==> src/rtl/shop_pkg.sv <==
package shop_pkg;

    localparam int WORD_W = 32;
    localparam int AMT_W  = 8;
    localparam int IMM_SH = 5;

    // Encoding of bits 6:5 of the operation word
    typedef enum logic [1:0] {
        SK_LSL = 2'b00,
        SK_LSR = 2'b01,
        SK_ASR = 2'b10,
        SK_ROR = 2'b11
    } shift_kind_e;

    typedef enum logic [1:0] {
        OF_IMM_SHIFT = 2'd0,
        OF_REG_SHIFT = 2'd1,
        OF_IMM_ROT   = 2'd2
    } op_form_e;

    // How the final stage builds the result
    typedef enum logic [1:0] {
        SM_PASS  = 2'd0,
        SM_SHIFT = 2'd1,
        SM_RRX   = 2'd2
    } shift_mode_e;

    typedef struct packed {
        op_form_e              form;
        shift_kind_e           kind;
        shift_mode_e           mode;
        logic [AMT_W-1:0]      amount;
    } shift_ctl_t;

endpackage

==> src/rtl/shop_decode.sv <==
module shop_decode
    import shop_pkg::*;
#(
    parameter int PC_ADJ = 4
) (
    input  logic              imm_sel,
    input  logic [11:0]       fld,
    input  logic [AMT_W-1:0]  rs_low,
    input  logic              rs_is_pc,
    output shift_ctl_t        ctl,
    output logic              extra_cycle
);

    localparam logic [AMT_W-1:0] FULL_WORD = AMT_W'(WORD_W);

    logic [AMT_W-1:0]  reg_amt;
    logic [IMM_SH-1:0] imm_amt;
    logic [3:0]        rot_fld;
    shift_kind_e       kind_fld;

    always_comb begin
        reg_amt  = rs_low + (rs_is_pc ? AMT_W'(PC_ADJ) : '0);
        imm_amt  = fld[11:7];
        rot_fld  = fld[11:8];
        kind_fld = shift_kind_e'(fld[6:5]);
    end

    always_comb begin
        ctl         = '0;
        extra_cycle = 1'b0;
        if (imm_sel) begin
            ctl.form   = OF_IMM_ROT;
            ctl.kind   = SK_ROR;
            ctl.amount = AMT_W'({rot_fld, 1'b0});
            ctl.mode   = (rot_fld == 4'd0) ? SM_PASS : SM_SHIFT;
        end else if (fld[4]) begin
            ctl.form    = OF_REG_SHIFT;
            ctl.kind    = kind_fld;
            extra_cycle = 1'b1;
            if (reg_amt == '0) begin
                ctl.mode   = SM_PASS;
                ctl.amount = '0;
            end else begin
                ctl.mode = SM_SHIFT;
                if (kind_fld == SK_ROR) begin
                    ctl.amount = (reg_amt[IMM_SH-1:0] == '0)
                               ? FULL_WORD
                               : AMT_W'(reg_amt[IMM_SH-1:0]);
                end else begin
                    ctl.amount = reg_amt;
                end
            end
        end else begin
            ctl.form = OF_IMM_SHIFT;
            ctl.kind = kind_fld;
            unique case (kind_fld)
                SK_LSL: begin
                    ctl.mode   = (imm_amt == '0) ? SM_PASS : SM_SHIFT;
                    ctl.amount = AMT_W'(imm_amt);
                end
                SK_LSR, SK_ASR: begin
                    ctl.mode   = SM_SHIFT;
                    ctl.amount = (imm_amt == '0) ? FULL_WORD : AMT_W'(imm_amt);
                end
                SK_ROR: begin
                    ctl.mode   = (imm_amt == '0) ? SM_RRX : SM_SHIFT;
                    ctl.amount = AMT_W'(imm_amt);
                end
            endcase
        end
    end

endmodule

==> src/rtl/shop_opsel.sv <==
module shop_opsel
    import shop_pkg::*;
#(
    parameter int PC_ADJ = 4
) (
    input  op_form_e           form,
    input  logic [WORD_W-1:0]  rm_val,
    input  logic               rm_is_pc,
    input  logic [7:0]         imm8,
    output logic [WORD_W-1:0]  value
);

    always_comb begin
        unique case (form)
            OF_IMM_ROT:   value = WORD_W'(imm8);
            OF_REG_SHIFT: value = rm_is_pc ? rm_val + WORD_W'(PC_ADJ) : rm_val;
            default:      value = rm_val;
        endcase
    end

endmodule

==> src/rtl/shop_shift_core.sv <==
module shop_shift_core
    import shop_pkg::*;
#(
    parameter int W = WORD_W
) (
    input  logic [W-1:0]      val,
    input  shift_kind_e       kind,
    input  logic [AMT_W-1:0]  amount,
    output logic [W-1:0]      res,
    output logic              cout
);

    logic [W:0]        lsl_v;
    logic [W:0]        lsr_v;
    logic signed [W:0] asr_v;
    logic [W-1:0]      ror_v;

    // One guard bit beside the word catches the last bit moved out
    always_comb begin
        lsl_v = {1'b0, val} << amount;
        lsr_v = {val, 1'b0} >> amount;
        asr_v = $signed({val, 1'b0}) >>> amount;
        ror_v = (val >> amount) | (val << (AMT_W'(W) - amount));
    end

    always_comb begin
        unique case (kind)
            SK_LSL: begin res = lsl_v[W-1:0];  cout = lsl_v[W]; end
            SK_LSR: begin res = lsr_v[W:1];    cout = lsr_v[0]; end
            SK_ASR: begin res = asr_v[W:1];    cout = asr_v[0]; end
            SK_ROR: begin res = ror_v;         cout = ror_v[W-1]; end
        endcase
    end

endmodule

==> src/rtl/shifter_operand_gen.sv <==
module shifter_operand_gen
    import shop_pkg::*;
#(
    parameter int PC_ADJ = 4
) (
    input  logic [WORD_W-1:0] instr,
    input  logic [WORD_W-1:0] rm_val,
    input  logic [WORD_W-1:0] rs_val,
    input  logic              rm_is_pc,
    input  logic              rs_is_pc,
    input  logic              carry_in,
    output logic [WORD_W-1:0] operand,
    output logic              carry_out,
    output logic              extra_cycle
);

    shift_ctl_t        ctl;
    logic [WORD_W-1:0] src_val;
    logic [WORD_W-1:0] core_res;
    logic              core_c;
    logic              unused_bits;

    assign unused_bits = ^{instr[31:26], instr[24:12], rs_val[WORD_W-1:AMT_W]};

    shop_decode #(.PC_ADJ(PC_ADJ)) u_decode (
        .imm_sel     (instr[25]),
        .fld         (instr[11:0]),
        .rs_low      (rs_val[AMT_W-1:0]),
        .rs_is_pc    (rs_is_pc),
        .ctl         (ctl),
        .extra_cycle (extra_cycle)
    );

    shop_opsel #(.PC_ADJ(PC_ADJ)) u_opsel (
        .form     (ctl.form),
        .rm_val   (rm_val),
        .rm_is_pc (rm_is_pc),
        .imm8     (instr[7:0]),
        .value    (src_val)
    );

    shop_shift_core #(.W(WORD_W)) u_core (
        .val    (src_val),
        .kind   (ctl.kind),
        .amount (ctl.amount),
        .res    (core_res),
        .cout   (core_c)
    );

    always_comb begin
        unique case (ctl.mode)
            SM_PASS: begin
                operand   = src_val;
                carry_out = carry_in;
            end
            SM_RRX: begin
                operand   = {carry_in, src_val[WORD_W-1:1]};
                carry_out = src_val[0];
            end
            default: begin
                operand   = core_res;
                carry_out = core_c;
            end
        endcase
    end

    always_comb begin

        if (!instr[25] && !instr[4] && instr[6:5] == 2'b00 && instr[11:7] == 5'd0)
            lsl_zero_chk: assert (operand == rm_val && carry_out == carry_in);

        if (!instr[25] && !instr[4] && instr[6:5] == 2'b11 && instr[11:7] == 5'd0)
            rrx_fill_chk: assert (operand[WORD_W-1] == carry_in && carry_out == rm_val[0]);

        if (instr[25] && instr[11:8] == 4'd0)
            rot_zero_chk: assert (operand == WORD_W'(instr[7:0]) && carry_out == carry_in);

        if (ctl.form == OF_REG_SHIFT && (ctl.kind == SK_LSL || ctl.kind == SK_LSR)
            && ctl.amount > AMT_W'(WORD_W))
            big_shift_chk: assert (operand == '0 && !carry_out);

        if (ctl.form == OF_REG_SHIFT && ctl.kind == SK_ASR && ctl.amount >= AMT_W'(WORD_W))
            asr_fill_chk: assert ((operand == '0 || operand == '1) && carry_out == operand[0]);

        extra_form_chk: assert (!(extra_cycle && instr[25]));
    end

endmodule

==> config.mk <==
export PLATFORM = sky130hd
export DESIGN_NAME = shifter_operand_gen
export DESIGN_NICKNAME = d
export VERILOG_FILES = /design/src/rtl/shop_pkg.sv /design/src/rtl/shop_decode.sv /design/src/rtl/shop_opsel.sv /design/src/rtl/shop_shift_core.sv /design/src/rtl/shifter_operand_gen.sv
export SDC_FILE = /design/constraint.sdc
export NUM_CORES = 1
export LEC_CHECK = 0
export BUFFER_PORTS_ARGS = -buffer_cell sky130_fd_sc_hd__clkbuf_2
export CAP_MARGIN = 20
export CORE_AREA = 2 2 100 198
export DETAILED_ROUTE_END_ITERATION = 16
export DIE_AREA = 0 0 102 200
export PLACE_DENSITY = 0.7
export SYNTH_ARGS = -nofsm -noshare
export SYNTH_HDL_FRONTEND = slang
export SYNTH_SLANG_ARGS = --single-unit
==> constraint.sdc <==
create_clock -name vclk -period 7.2
set_input_delay 1.08 -clock vclk [all_inputs]
set_output_delay 1.08 -clock vclk [all_outputs]
set_load 0.02 [all_outputs]
==> results of run 1 <==
## cells by family after synthesis
kind of cell	after synthesis	synth area share [%]
compound gates	632	47.8
simple gates	588	30.1
buf+inv	143	6.33
mux	89	12.0
xor+xnor	29	2.90
fa+ha+maj	6	0.809
## metal layers
metal / GRT overflow / GRT usage [%]
met1: 0 / 70.6
met2: 92 / 91.9
met3: 5 / 52.9
met4: 79 / 79.5
met5: 0 / 6.92
## per-stage QoR
step / utilization (%) / area, um2
floorplan: - / 9280
global placement: 54.8 / 10300
detailed placement: 54.8 / 10300
CTS: 54.8 / 10300
==> flow_summary.yaml, run 1 <==
run_status:
  status: "stopped before the end"
  lastStage: "global routing (5_1_grt)"
  error: "[ERROR GRT-0116] Global routing finished with congestion. Check the congestion regions in the DRC Viewer."
place:
  dpl.hpwl_um: 52500
  routabilityCongestion: 1.24
  dp.cells: 1803
  io_buffers: 90
  post-place-ws_ns: 0.396
floorplan:
  io_pins: 133
  fp.dieW_um: 102
  die_h_um: 200
  rows: 71
  start_util_pct: 49.2
clocking:
  cts.repair.resized: 0
  cts_setup_buffers: 0
  ctsHoldBuffers: 0
synth:
  syn_area_um2: 9280
  avgSynthCellArea_um2: 6.24
  syn-num-nets: 1592
  synth_top_area_share_pct: 7.12
  synth_seq_area_share_pct: 0
  yosys-top-cells-area: "nor2_1 7.1%, nand2_1 6.6%, mux2i_1 6.0%"
  yosysWarnings: 0
  synth_top_cells_by_count: "176 x nor2_1, 162 x nand2_1, 108 x o21ai_0"
  synth.distinct_cells: 98
  yosysMostFrequentCell: "nor2_1"
  netlist_instances: 1487
  yosysTopAreaCell: "nor2_1"
global_routing:
  grt.total_usage_pct: 72.7
  grt_max_degree: 73
  grt_first_pass_wirelength_um: 111000
  overflow: 176
  grt_pass1_vias: 15500
==> inputs of run 2 (changes only) <==
--- a/config.mk
+++ b/config.mk
@@ -7,10 +7,10 @@
 export LEC_CHECK = 0
 export BUFFER_PORTS_ARGS = -buffer_cell sky130_fd_sc_hd__clkbuf_2
 export CAP_MARGIN = 20
-export CORE_AREA = 2 2 100 198
+export CORE_AREA = 2 2 166 168
 export DETAILED_ROUTE_END_ITERATION = 16
-export DIE_AREA = 0 0 102 200
-export PLACE_DENSITY = 0.7
+export DIE_AREA = 0 0 168 170
+export PLACE_DENSITY_LB_ADDON = 0.15
 export SYNTH_ARGS = -nofsm -noshare
 export SYNTH_HDL_FRONTEND = slang
 export SYNTH_SLANG_ARGS = --single-unit
==> constraint.sdc (replaced) <==
create_clock -name vclk -period 9.4
set_input_delay 1.41 -clock vclk [all_inputs]
set_output_delay 1.41 -clock vclk [all_outputs]
set_load 0.02 [all_outputs]
==> run 2 against run 1 <==
Effect of this change:
- the run now ends clean
- synthesized cell count stayed put
- area after synthesis stayed put
==> flow_summary.yaml, run 2 <==
run_status:
  status: "finished clean"
critical_path:
  cp.required_ns: 7.99
  cp-startpoint: "instr[6]"
  crit_path_end: "carry_out"
  arrival_ns: 6.62
  crit_chain: "clkbuf_2, inv_1, ha_1, nor3_2, o21ai_4, inv_2, buf_4, o32ai_1, a2bb2oi_1, o21ai_0, a22oi_1, a32oi_1, o211ai_1, a32oi_1, clkbuf_2"
  cp_max_fo: 35
  critPathSlowestCell: "a2bb2oi_1"
  start_kind: "primary input"
  cpPeakStageDelay_ns: 0.83
  end_kind: "output pin"
  critPathKind: "primary input to output pin"
floorplan:
  die_h_um: 170
  coreArea_um2: 26700
  io_pins: 133
  fp.dieW_um: 168
  dieArea_um2: 28600
  rows: 60
  start_util_pct: 34.8
layout:
  regArea_um2: 0
  fin_nets: 1630
  drive_gt1_share_pct: 16.2
  syn2layout_area_growth_pct: 10.3
  final_cell_mix: "175 x nor2_1, 162 x nand2_1, 108 x o21ai_0"
  nFlopsAndLatches: 0
  nClkBuffers: 0
  final_common_cell: "nor2_1"
timing:
  max-slew-margin-rel_pct: 10.5
  period_share_pct: 85.4
  hold_viol_final: 0
  max_freq_mhz: 125
  tightest_slew_ns: 1.34
  setup_viol: 0
  setup_tns_ns: 0
  post-route-min-period_ns: 8.03
  drv_slew: 0
  grt_setup_unrepaired: "no"
worst_hold_path:
  hp-start: "carry_in"
  hold_class: "primary input to output pin"
synth:
  synth_seq_area_share_pct: 0
  yosysWarnings: 0
  syn_area_um2: 9280
  synth_top_area_share_pct: 7.12
  synth.distinct_cells: 98
  yosys-top-cells-area: "nor2_1 7.1%, nand2_1 6.6%, mux2i_1 6.0%"
  avgSynthCellArea_um2: 6.24
  netlist_instances: 1487
  yosysTopAreaCell: "nor2_1"
  synth_top_cells_by_count: "176 x nor2_1, 162 x nand2_1, 108 x o21ai_0"
  syn-num-nets: 1592
  yosysMostFrequentCell: "nor2_1"
global_routing:
  grt_pass1_vias: 13200
  grt.total_usage_pct: 48.1
  overflow: 0
  grt_max_degree: 52
  antenna_found_initial: 6
  grt_first_pass_wirelength_um: 99500
clocking:
  cts_setup_buffers: 0
  ctsHoldBuffers: 0
  cts.repair.resized: 0
flow_run:
  drv_cap: 0
drt:
  wl_um: 70800
  drt-vias-per-instance: 7.81
  ant_nets: 0
  first_pass_iters: 6
  wl_per_cell_um: 38.0
  vias: 14600
  drcViolationCount: 0
  drtIter0Drc: 2532
place:
  io_buffers: 90
  dpl.hpwl_um: 54600
  routabilityCongestion: 1.12
## run 2: cells by family (layout without fill, tap and decap cells)
family | Yosys count | in the layout | synth area share, %
other | 0 | 2 | 0
muxes | 89 | 89 | 12.0
xor gates and xnor gates | 29 | 29 | 2.90
AOI/OAI and AO/OA | 632 | 632 | 47.8
and+or+nand+nor | 588 | 588 | 30.1
adders and majority gates | 6 | 6 | 0.809
buffers and inverters | 143 | 179 | 6.33
## run 2: worst max-delay path: cells and delay by family
kind	cells	cell delay, ns
adder cells (fa/ha/maj)	1	0.35
AND/OR/NAND/NOR	1	0.48
AO/OA/AOI/OAI	8	2.83
buffers and inverters	5	1.52
## run 2: layout make-up
type	instances	area, um2
Timing Repair Buffer	166	1020
Tap cell	341	427
Multi-Input combinational cell	1344	8720
Antenna cell	2	5.00
Inverter	13	48.8
Fill cell	2993	16400
## run 2: how the worst min path moves through the flow
stage | slack (ns) | end | depth (start not counted)
after global placement | 3.25 | carry_out | 4
after detailed placement | 3.28 | carry_out | 4
after CTS | 3.28 | carry_out | 4
final | 3.28 | carry_out | 4
after floorplan | 3.05 | extra_cycle | 2
after global routing | 3.28 | carry_out | 4
## run 2: per-stage QoR
stage               hold slack (ns)  util (%)  std cells  instance area, um2  setup slack (ns)
global placement               3.25      38.3       1861               10200              1.71
finish                         3.28      38.4       1866               10200              1.37
detailed placement             3.28      38.3       1862               10200              1.74
CTS                            3.28      38.3       1862               10200              1.71
global route                   3.28      38.4       1864               10200              1.32
floorplan                      3.05         -       1487                9280              1.65
## run 2: per-layer routing
layer  track usage (%)  routed length (um)  up-vias  share of wire (%)
met2              72.0               28800     1359                 41
met1              60.6               26100     6844                 37
met4              31.1                6090        8                8.6
met5                 0                  42        -              0.059
li1                  -                   -     5976                  -
met3              13.2                9810      392                 14
